### src/rtl/sc_pkg.sv
package sc_pkg;

    parameter int unsigned SC_AW = 32;

    typedef enum logic [1:0] {
        PERM_NONE = 2'd0,
        PERM_RO   = 2'd1,
        PERM_RW   = 2'd2,
        PERM_RX   = 2'd3
    } perm_e;

    typedef enum logic [1:0] {
        OP_READ  = 2'd0,
        OP_WRITE = 2'd1,
        OP_EXEC  = 2'd2,
        OP_RSVD  = 2'd3
    } op_e;

    typedef enum logic {
        ST_IDLE = 1'b0,
        ST_WAIT = 1'b1
    } state_e;

    typedef struct packed {
        logic              valid;
        logic [SC_AW-1:0]  lo;
        logic [SC_AW-1:0]  hi;
        perm_e             perm;
    } slot_t;

    // rights table
    function automatic logic perm_allows(perm_e p, op_e o);
        case (p)
            PERM_RO: return (o == OP_READ);
            PERM_RW: return (o == OP_READ) || (o == OP_WRITE);
            PERM_RX: return (o == OP_READ) || (o == OP_EXEC);
            default: return 1'b0;
        endcase
    endfunction

endpackage

### src/rtl/sc_ctrl.sv
module sc_ctrl
    import sc_pkg::*;
#(
    parameter int unsigned NUM_SLOTS = 8,
    localparam int unsigned IDX_W    = $clog2(NUM_SLOTS)
) (
    input  logic              clk,
    input  logic              rst,
    input  logic              acc_valid,
    input  logic [IDX_W-1:0]  acc_idx,
    input  logic [SC_AW-1:0]  ea,
    input  op_e               op,
    input  logic              hit,
    input  logic              rsp_valid,
    input  perm_e             rsp_perm,
    output logic              ready,
    output logic              req_valid,
    output logic [SC_AW-1:0]  req_addr,
    output op_e               req_op,
    output logic [IDX_W-1:0]  pend_idx,
    output logic              refill_en,
    output logic              done_valid,
    output logic              done_hit,
    output logic              done_fault,
    output logic [SC_AW-1:0]  done_addr
);
    state_e state;

    assign ready     = (state == ST_IDLE);
    assign refill_en = (state == ST_WAIT) && rsp_valid;

    always_ff @(posedge clk) begin
        if (rst) begin
            state      <= ST_IDLE;
            req_valid  <= 1'b0;
            req_addr   <= '0;
            req_op     <= OP_READ;
            pend_idx   <= '0;
            done_valid <= 1'b0;
            done_hit   <= 1'b0;
            done_fault <= 1'b0;
            done_addr  <= '0;
        end else begin
            done_valid <= 1'b0;
            case (state)
                ST_IDLE: begin
                    if (acc_valid) begin
                        if (hit) begin
                            done_valid <= 1'b1;
                            done_hit   <= 1'b1;
                            done_fault <= 1'b0;
                            done_addr  <= ea;
                        end else begin
                            state     <= ST_WAIT;
                            req_valid <= 1'b1;
                            req_addr  <= ea;
                            req_op    <= op;
                            pend_idx  <= acc_idx;
                        end
                    end
                end
                ST_WAIT: begin
                    if (rsp_valid) begin
                        state      <= ST_IDLE;
                        req_valid  <= 1'b0;
                        done_valid <= 1'b1;
                        done_hit   <= 1'b0;
                        done_fault <= !perm_allows(rsp_perm, req_op);
                        done_addr  <= req_addr;
                    end
                end
                default: state <= ST_IDLE;
            endcase
        end
    end

    // request held with stable address until answered
    a_r5_req_held: assert property (@(posedge clk) disable iff (rst)
        (req_valid && !rsp_valid) |=> (req_valid && $stable(req_addr) && $stable(req_op)));

    // no new access is taken while a lookup is outstanding
    a_r5_ready_excl: assert property (@(posedge clk) disable iff (rst)
        !(ready && req_valid));

    // a hit never carries a fault
    a_r3_hit_no_fault: assert property (@(posedge clk) disable iff (rst)
        (done_valid && done_hit) |-> !done_fault);

    // an answer ends the request on the next cycle
    a_r6_rsp_done: assert property (@(posedge clk) disable iff (rst)
        (req_valid && rsp_valid) |=> (done_valid && !done_hit && !req_valid));

endmodule

### config.mk
export PLATFORM = sky130hd
export DESIGN_NAME = sc_ctrl
export DESIGN_NICKNAME = d
export VERILOG_FILES = /design/src/rtl/sc_pkg.sv /design/src/rtl/sc_ctrl.sv
export SDC_FILE = /design/constraint.sdc
export NUM_CORES = 1
export LEC_CHECK = 0
export BUFFER_PORTS_ARGS = -buffer_cell sky130_fd_sc_hd__buf_2
export CORE_ASPECT_RATIO = 0.5
export CORE_MARGIN = 3
export CORE_UTILIZATION = 40
export CTS_BUF_LIST = sky130_fd_sc_hd__clkbuf_8 sky130_fd_sc_hd__clkbuf_16
export CTS_CLUSTER_DIAMETER = 100
export DETAILED_ROUTE_END_ITERATION = 6
export PLACE_DENSITY = 0.7
export SLEW_MARGIN = 10
export SYNTH_ARGS = -nofsm -noshare
export SYNTH_HDL_FRONTEND = slang
export SYNTH_SLANG_ARGS = --single-unit
### constraint.sdc
create_clock -name clk -period 2 [get_ports clk]
set_clock_uncertainty 0.1 [all_clocks]
set_input_delay 0.4 -clock clk [delete_from_list [all_inputs] [get_ports clk]]
set_output_delay 0.4 -clock clk [all_outputs]
set_load 0.02 [all_outputs]
Word-level counts from Yosys, hierarchy flattened
Index checks and enable logic that the tools add are counted.
{"block": "totals", "register_bits": 74, "latchBits": 0, "ram_bits": 0, "rom_bits": 0, "in_bits": 44, "output_inout_bits": 75, "word_cells": 55, "memories": 0}
{"block": "op_classes", "add_sub_neg": 0, "multipliers": 0, "n_div": 0, "order_cmp": 0, "eq_ne": 9, "n_shift": 0, "n_mux": 27, "bitwise": 2, "n_reduce_logical": 8}
{"op": "32-bit two-way mux", "count": 3}
{"op": "32-bit case mux with 2 select lines", "count": 1}
{"op": "1-bit two-way mux", "count": 17}
{"op": "1-bit case mux with 2 select lines", "count": 5}
{"op": "3-bit AND reduction", "count": 3}
{"op": "2-bit != test (second input constant)", "count": 4}
{"op": "2-bit equality test (second input constant)", "count": 3}
{"op": "2-bit by 1-bit equality test with 1-bit output (second input constant)", "count": 2}
{"op": "1-bit case mux with 3 select lines", "count": 1}
{"op": "2-bit logical NOT", "count": 1}
{"op": "1-bit logical OR", "count": 2}
{"op": "1-bit NOT", "count": 2}
{"op": "1-bit logical AND", "count": 1}
{"op": "1-bit logical NOT", "count": 1}

Longest topological paths before layout
{"block": "depth", "ltp_word": 9, "ltp_mapped": 7, "ltp_nobuf": 4}

Least setup slack after synthesis
OpenSTA, ideal clock, no wires.
{"block": "synth_timing", "kind": "register -> register", "start": "register state", "end": "register req_addr[10]", "setup_ps": 132, "t_arrival_ps": 1209, "t_required_ps": 1768, "slack_ps": 559, "stages_incl_launch_ff": 7, "n_path_buf": 3, "path_cell_list": "dfxtp_1 buf_6 or3b_1 buf_4 buf_6 nand2_1 a21oi_1"}
{"block": "synth_via", "elab_chain_cells": 2}
{"element": "start, declared", "line_no": "sc_ctrl.sv:27", "rtl": "state_e state;"}
{"element": "start signal, assigned", "line_no": "sc_ctrl.sv:34", "rtl": "state <= ST_IDLE;"}
{"element": "start signal, assigned", "line_no": "sc_ctrl.sv:54", "rtl": "state <= ST_WAIT;"}
{"element": "start signal, assigned", "line_no": "sc_ctrl.sv:64", "rtl": "state <= ST_IDLE;"}
{"element": "1-bit NOT (no source line)"}
{"element": "3-bit AND reduction (no source line)"}
{"element": "end signal, assigned", "line_no": "sc_ctrl.sv:36", "rtl": "req_addr <= '0;"}
{"element": "end signal, assigned", "line_no": "sc_ctrl.sv:56", "rtl": "req_addr <= ea;"}
{"element": "end, declared", "line_no": "sc_ctrl.sv:18", "rtl": "output logic [SC_AW-1:0] req_addr,"}
Every way passes these cells.
A chain may end at the register's enable or synchronous reset.

Final worst setup path
{"block": "layout_timing", "start": "register state", "end": "output port ready"}
{"block": "layout_via", "elab_chain_cells": 1}
{"element": "1-bit NOT (no source line)"}
{"element": "end, declared", "line_no": "sc_ctrl.sv:16", "rtl": "output logic ready,"}
Every way passes these cells.

==> impl_metrics.csv <==
group,metric,value,unit
worst_setup_path,worst_path_max_delay_cell,"buf_4",
global_route,grt_pass1_vias,2712,
route,dr.first_iter.drc_count,146,
worst_hold_path,hp-start,"acc_idx[1]",
sta,fmaxAchievable,549.6,MHz
worst_setup_path,r2r-start,"state$_SDFF_PP0_",
cells_and_area,fill_cells,659,
die,die_area,8794,sq um
clock_tree,cts_tree,"done",
cells_and_area,area_growth,30.24,%
pwr,totalPowerFinal,0.003911,W
clock_tree,cts_max_level,3,
worst_setup_path,reg2reg_slack,0.30,ns
logic_synthesis,yosys-top-cells-area,"dfxtp_1, mux2i_1, nand2_1, a21oi_1, o31ai_1",
sta,worst_pin_slew,0.9065,ns
logic_synthesis,ys_warn_count,0,
worst_setup_path,required,1.50,ns
clock_tree,clock_latency,0.32,ns
worst_hold_path,min_path_cells,3,
worst_setup_path,worst-setup-path-type,"register to output port",
sta,rsz0062_at_grt,"false",
worst_hold_path,hold_path_class,"primary input to register",
cells_and_area,fin_cells,541,
sta,period_minus_slack,1.820,ns
pwr,ir_worst_vdd,0.0005241,V
worst_setup_path,path_cells,"buf_4, inv_1, buf_2",
job,drv_cap,0,
pwr,sw_frac_of_total,0.2582,
sta,slew_headroom,0.3957,
die,initial_core_util,0.4343,
route,ant_nets,0,
global_route,grt_usage,0.1906,
place,gp_congestion,0.7787,
die,core,7042,sq um
run_status,status,"complete, no violations",
route,post_drt_wl_per_cell,15.25,um
pwr,power.density,982.1,nW/um^2
worst_setup_path,path_max_fanout,24,
clock_tree,ctsHoldBuffers,0,
sta,min_period_over_period,0.9098,
place,place_inst,525,
logic_synthesis,synth_seq_area_share,0.4845,
cells_and_area,diodes,0,
global_route,globalRoute.totalOverflow,0,
worst_setup_path,endpoint_kind,"output port",
worst_setup_path,reg2reg_to,"done_addr[12]$_SDFFE_PP0P_",
logic_synthesis,syn_inst,334,
clock_tree,path_clk_slew,0.06,ns
logic_synthesis,yosysTopAreaCellShare,0.4845,
place,port_buffers,118,
pwr,leakage,1.808,nW
sta,finalSetupViolCount,0,
global_route,antenna_found_initial,0,
pwr,internal_power,0.002902,W
global_route,grt_pass1_wl,13.13,mm
global_route,grt_max_degree,43,
sta,hold_violations,0,
pwr,p_clk_frac,0.432,
pwr,pwr-share-comb,0.151,
worst_setup_path,r2r.worst_path.cells,3,
clock_tree,cts_sinks,74,
pwr,p_sw,0.001010,W
clock_tree,cts.path.max_buffers,2,
route,drtPass1Iterations,4,
sta,fin_setup_tns,0,ns
logic_synthesis,synth_cell_type_count,23,
logic_synthesis,synth_seq_cells,74,
clock_tree,cts-root-buf,"clkbuf_16",
place,hpwl,5.558,mm
pwr,seqPwrFrac,0.417,
cells_and_area,utilization,0.5656,
logic_synthesis,synth_nets,378,
route,drt-total-wl,8.251,mm
worst_setup_path,cp-start-kind,"register",
clock_tree,post_cts_resized,0,
cells_and_area,final_nets,488,
logic_synthesis,netlist_area,3058,sq um
logic_synthesis,synth_area_per_cell,9.155,sq um
clock_tree,numCtsBuffers,9,
die,pin_count,119,
cells_and_area,final_layout_size_suffix_gt1_frac,0.3786,
sta,holdWs,0.2039,ns
clock_tree,post_cts_buffers,0,
route,drc_errors,0,
route,num_vias,2770,
die,rows,21,
worst_hold_path,hold_end,"pend_idx[1]$_SDFFE_PP0P_",
die,dieHeight,67.83,um
die,fp.dieW,129.7,um
sta,maxSlewViolCount,0,
worst_setup_path,slowest_delay,0.38,ns
logic_synthesis,yosysTopAreaCell,"dfxtp_1",
worst_setup_path,arrival,1.32,ns
route,avgViaCountPerCell,5.120,
-- stage by stage --
stage	instance area [sq um]	setup WS, ns
after floorplan	3058	0.5587
after global placement	3662	0.2350
after detailed placement	3662	0.1698
after CTS	3983	0.1707
after global routing	3983	0.07931
final	3983	0.1804
-- power groups by stage --
| stage | Combinational (W) | Sequential, W | Clock (W) |
|---|---|---|---|
| after global routing | 0.000646 | 0.00164 | 0.00180 |
| after detailed placement | 0.000595 | 0.00166 | 0 |
| after floorplan | 0.000283 | 0.00177 | 0 |
| after global placement | 0.000588 | 0.00166 | 0 |
| final | 0.000590 | 0.00163 | 0.00169 |
| after CTS | 0.000597 | 0.00163 | 0.00173 |
-- logic make-up after synthesis --
logic type             share of synthesized area
AOI/OAI and AO/OA                         0.2263
buffers and inverters                    0.06956
DFF                                       0.4845
muxes                                     0.1047
and+or+nand+nor                           0.1150
-- cell usage after synthesis (all sizes together) --
library cell / n
mux2i: 32
dfxtp: 74
o31ai: 32
nor3: 1
a21oi: 72
nor2: 5
inv: 4
nor3b: 1
clkbuf: 13
buf: 18
a32o: 1
or2: 1
a31oi: 1
or3b: 1
and3b: 1
nand2: 75
nand2b: 2
-- registers in the layout, indices dropped and copies added (netlist names) --
register	count
done_fault	1
req_op	2
req_addr	32
pend_idx	3
state	1
done_valid	1
req_valid	1
done_addr	32
done_hit	1
-- final cells by class --
cell class	count	area, sq um	share of cell area
clock inverters	6	81.33	0.02042
well taps	92	115.1	0.02890
clock buffers	10	239.0	0.06001
multi-input cells	225	1369	0.3437
repair buffers	130	680.7	0.1709
inverters	4	15.01	0.003770
flip-flops and latches	74	1483	0.3723
-- layer usage --
layer	global-route usage	vias up	wire, um
met3	0.05612	10	451
li1	-	1375	-
met2	0.3295	72	4011
met5	0	-	0
met1	0.2300	1313	3699
met4	0.06865	0	89
-- critical path: cells and delay by family (launching register included) --
family,cells,cell delay (ns)
flip-flops,1,0.36
buffers and inverters,3,0.62
-- worst max path at each step --
stage | from | slack, ns | to | cells after the start
2_1_floorplan | state$_SDFF_PP0_ | 0.56 | req_addr[10]$_SDFFE_PP0P_ | 6
3_3_place_gp | hit | 0.23 | done_addr[19]$_SDFFE_PP0P_ | 4
3_5_place_dp | hit | 0.17 | done_addr[12]$_SDFFE_PP0P_ | 4
4_1_cts | state$_SDFF_PP0_ | 0.17 | refill_en | 4
5_1_grt | state$_SDFF_PP0_ | 0.08 | ready | 3
6_report | state$_SDFF_PP0_ | 0.18 | ready | 3
-- cell usage in the layout, fill, tap and decap left out --
cell type and n:
clkinv_2 2, nor2_1 5, nand2_2 1, or3b_1 1, clkinvlp_4 1, buf_2 118, and3b_1 1, a32o_1 1
mux2i_1 32, dfxtp_1 73, nand2b_1 2, a21oi_2 20, nand2_1 74, clkbuf_8 1, dfxtp_2 1, inv_2 1
inv_1 4, clkbuf_16 9, a31oi_1 1, or2_2 1, nor3_1 1, o31ai_1 32, a21oi_1 52, buf_4 12
nor3b_2 1, bufinv_16 2
No activity file was read; power rests on OpenSTA's default activity.
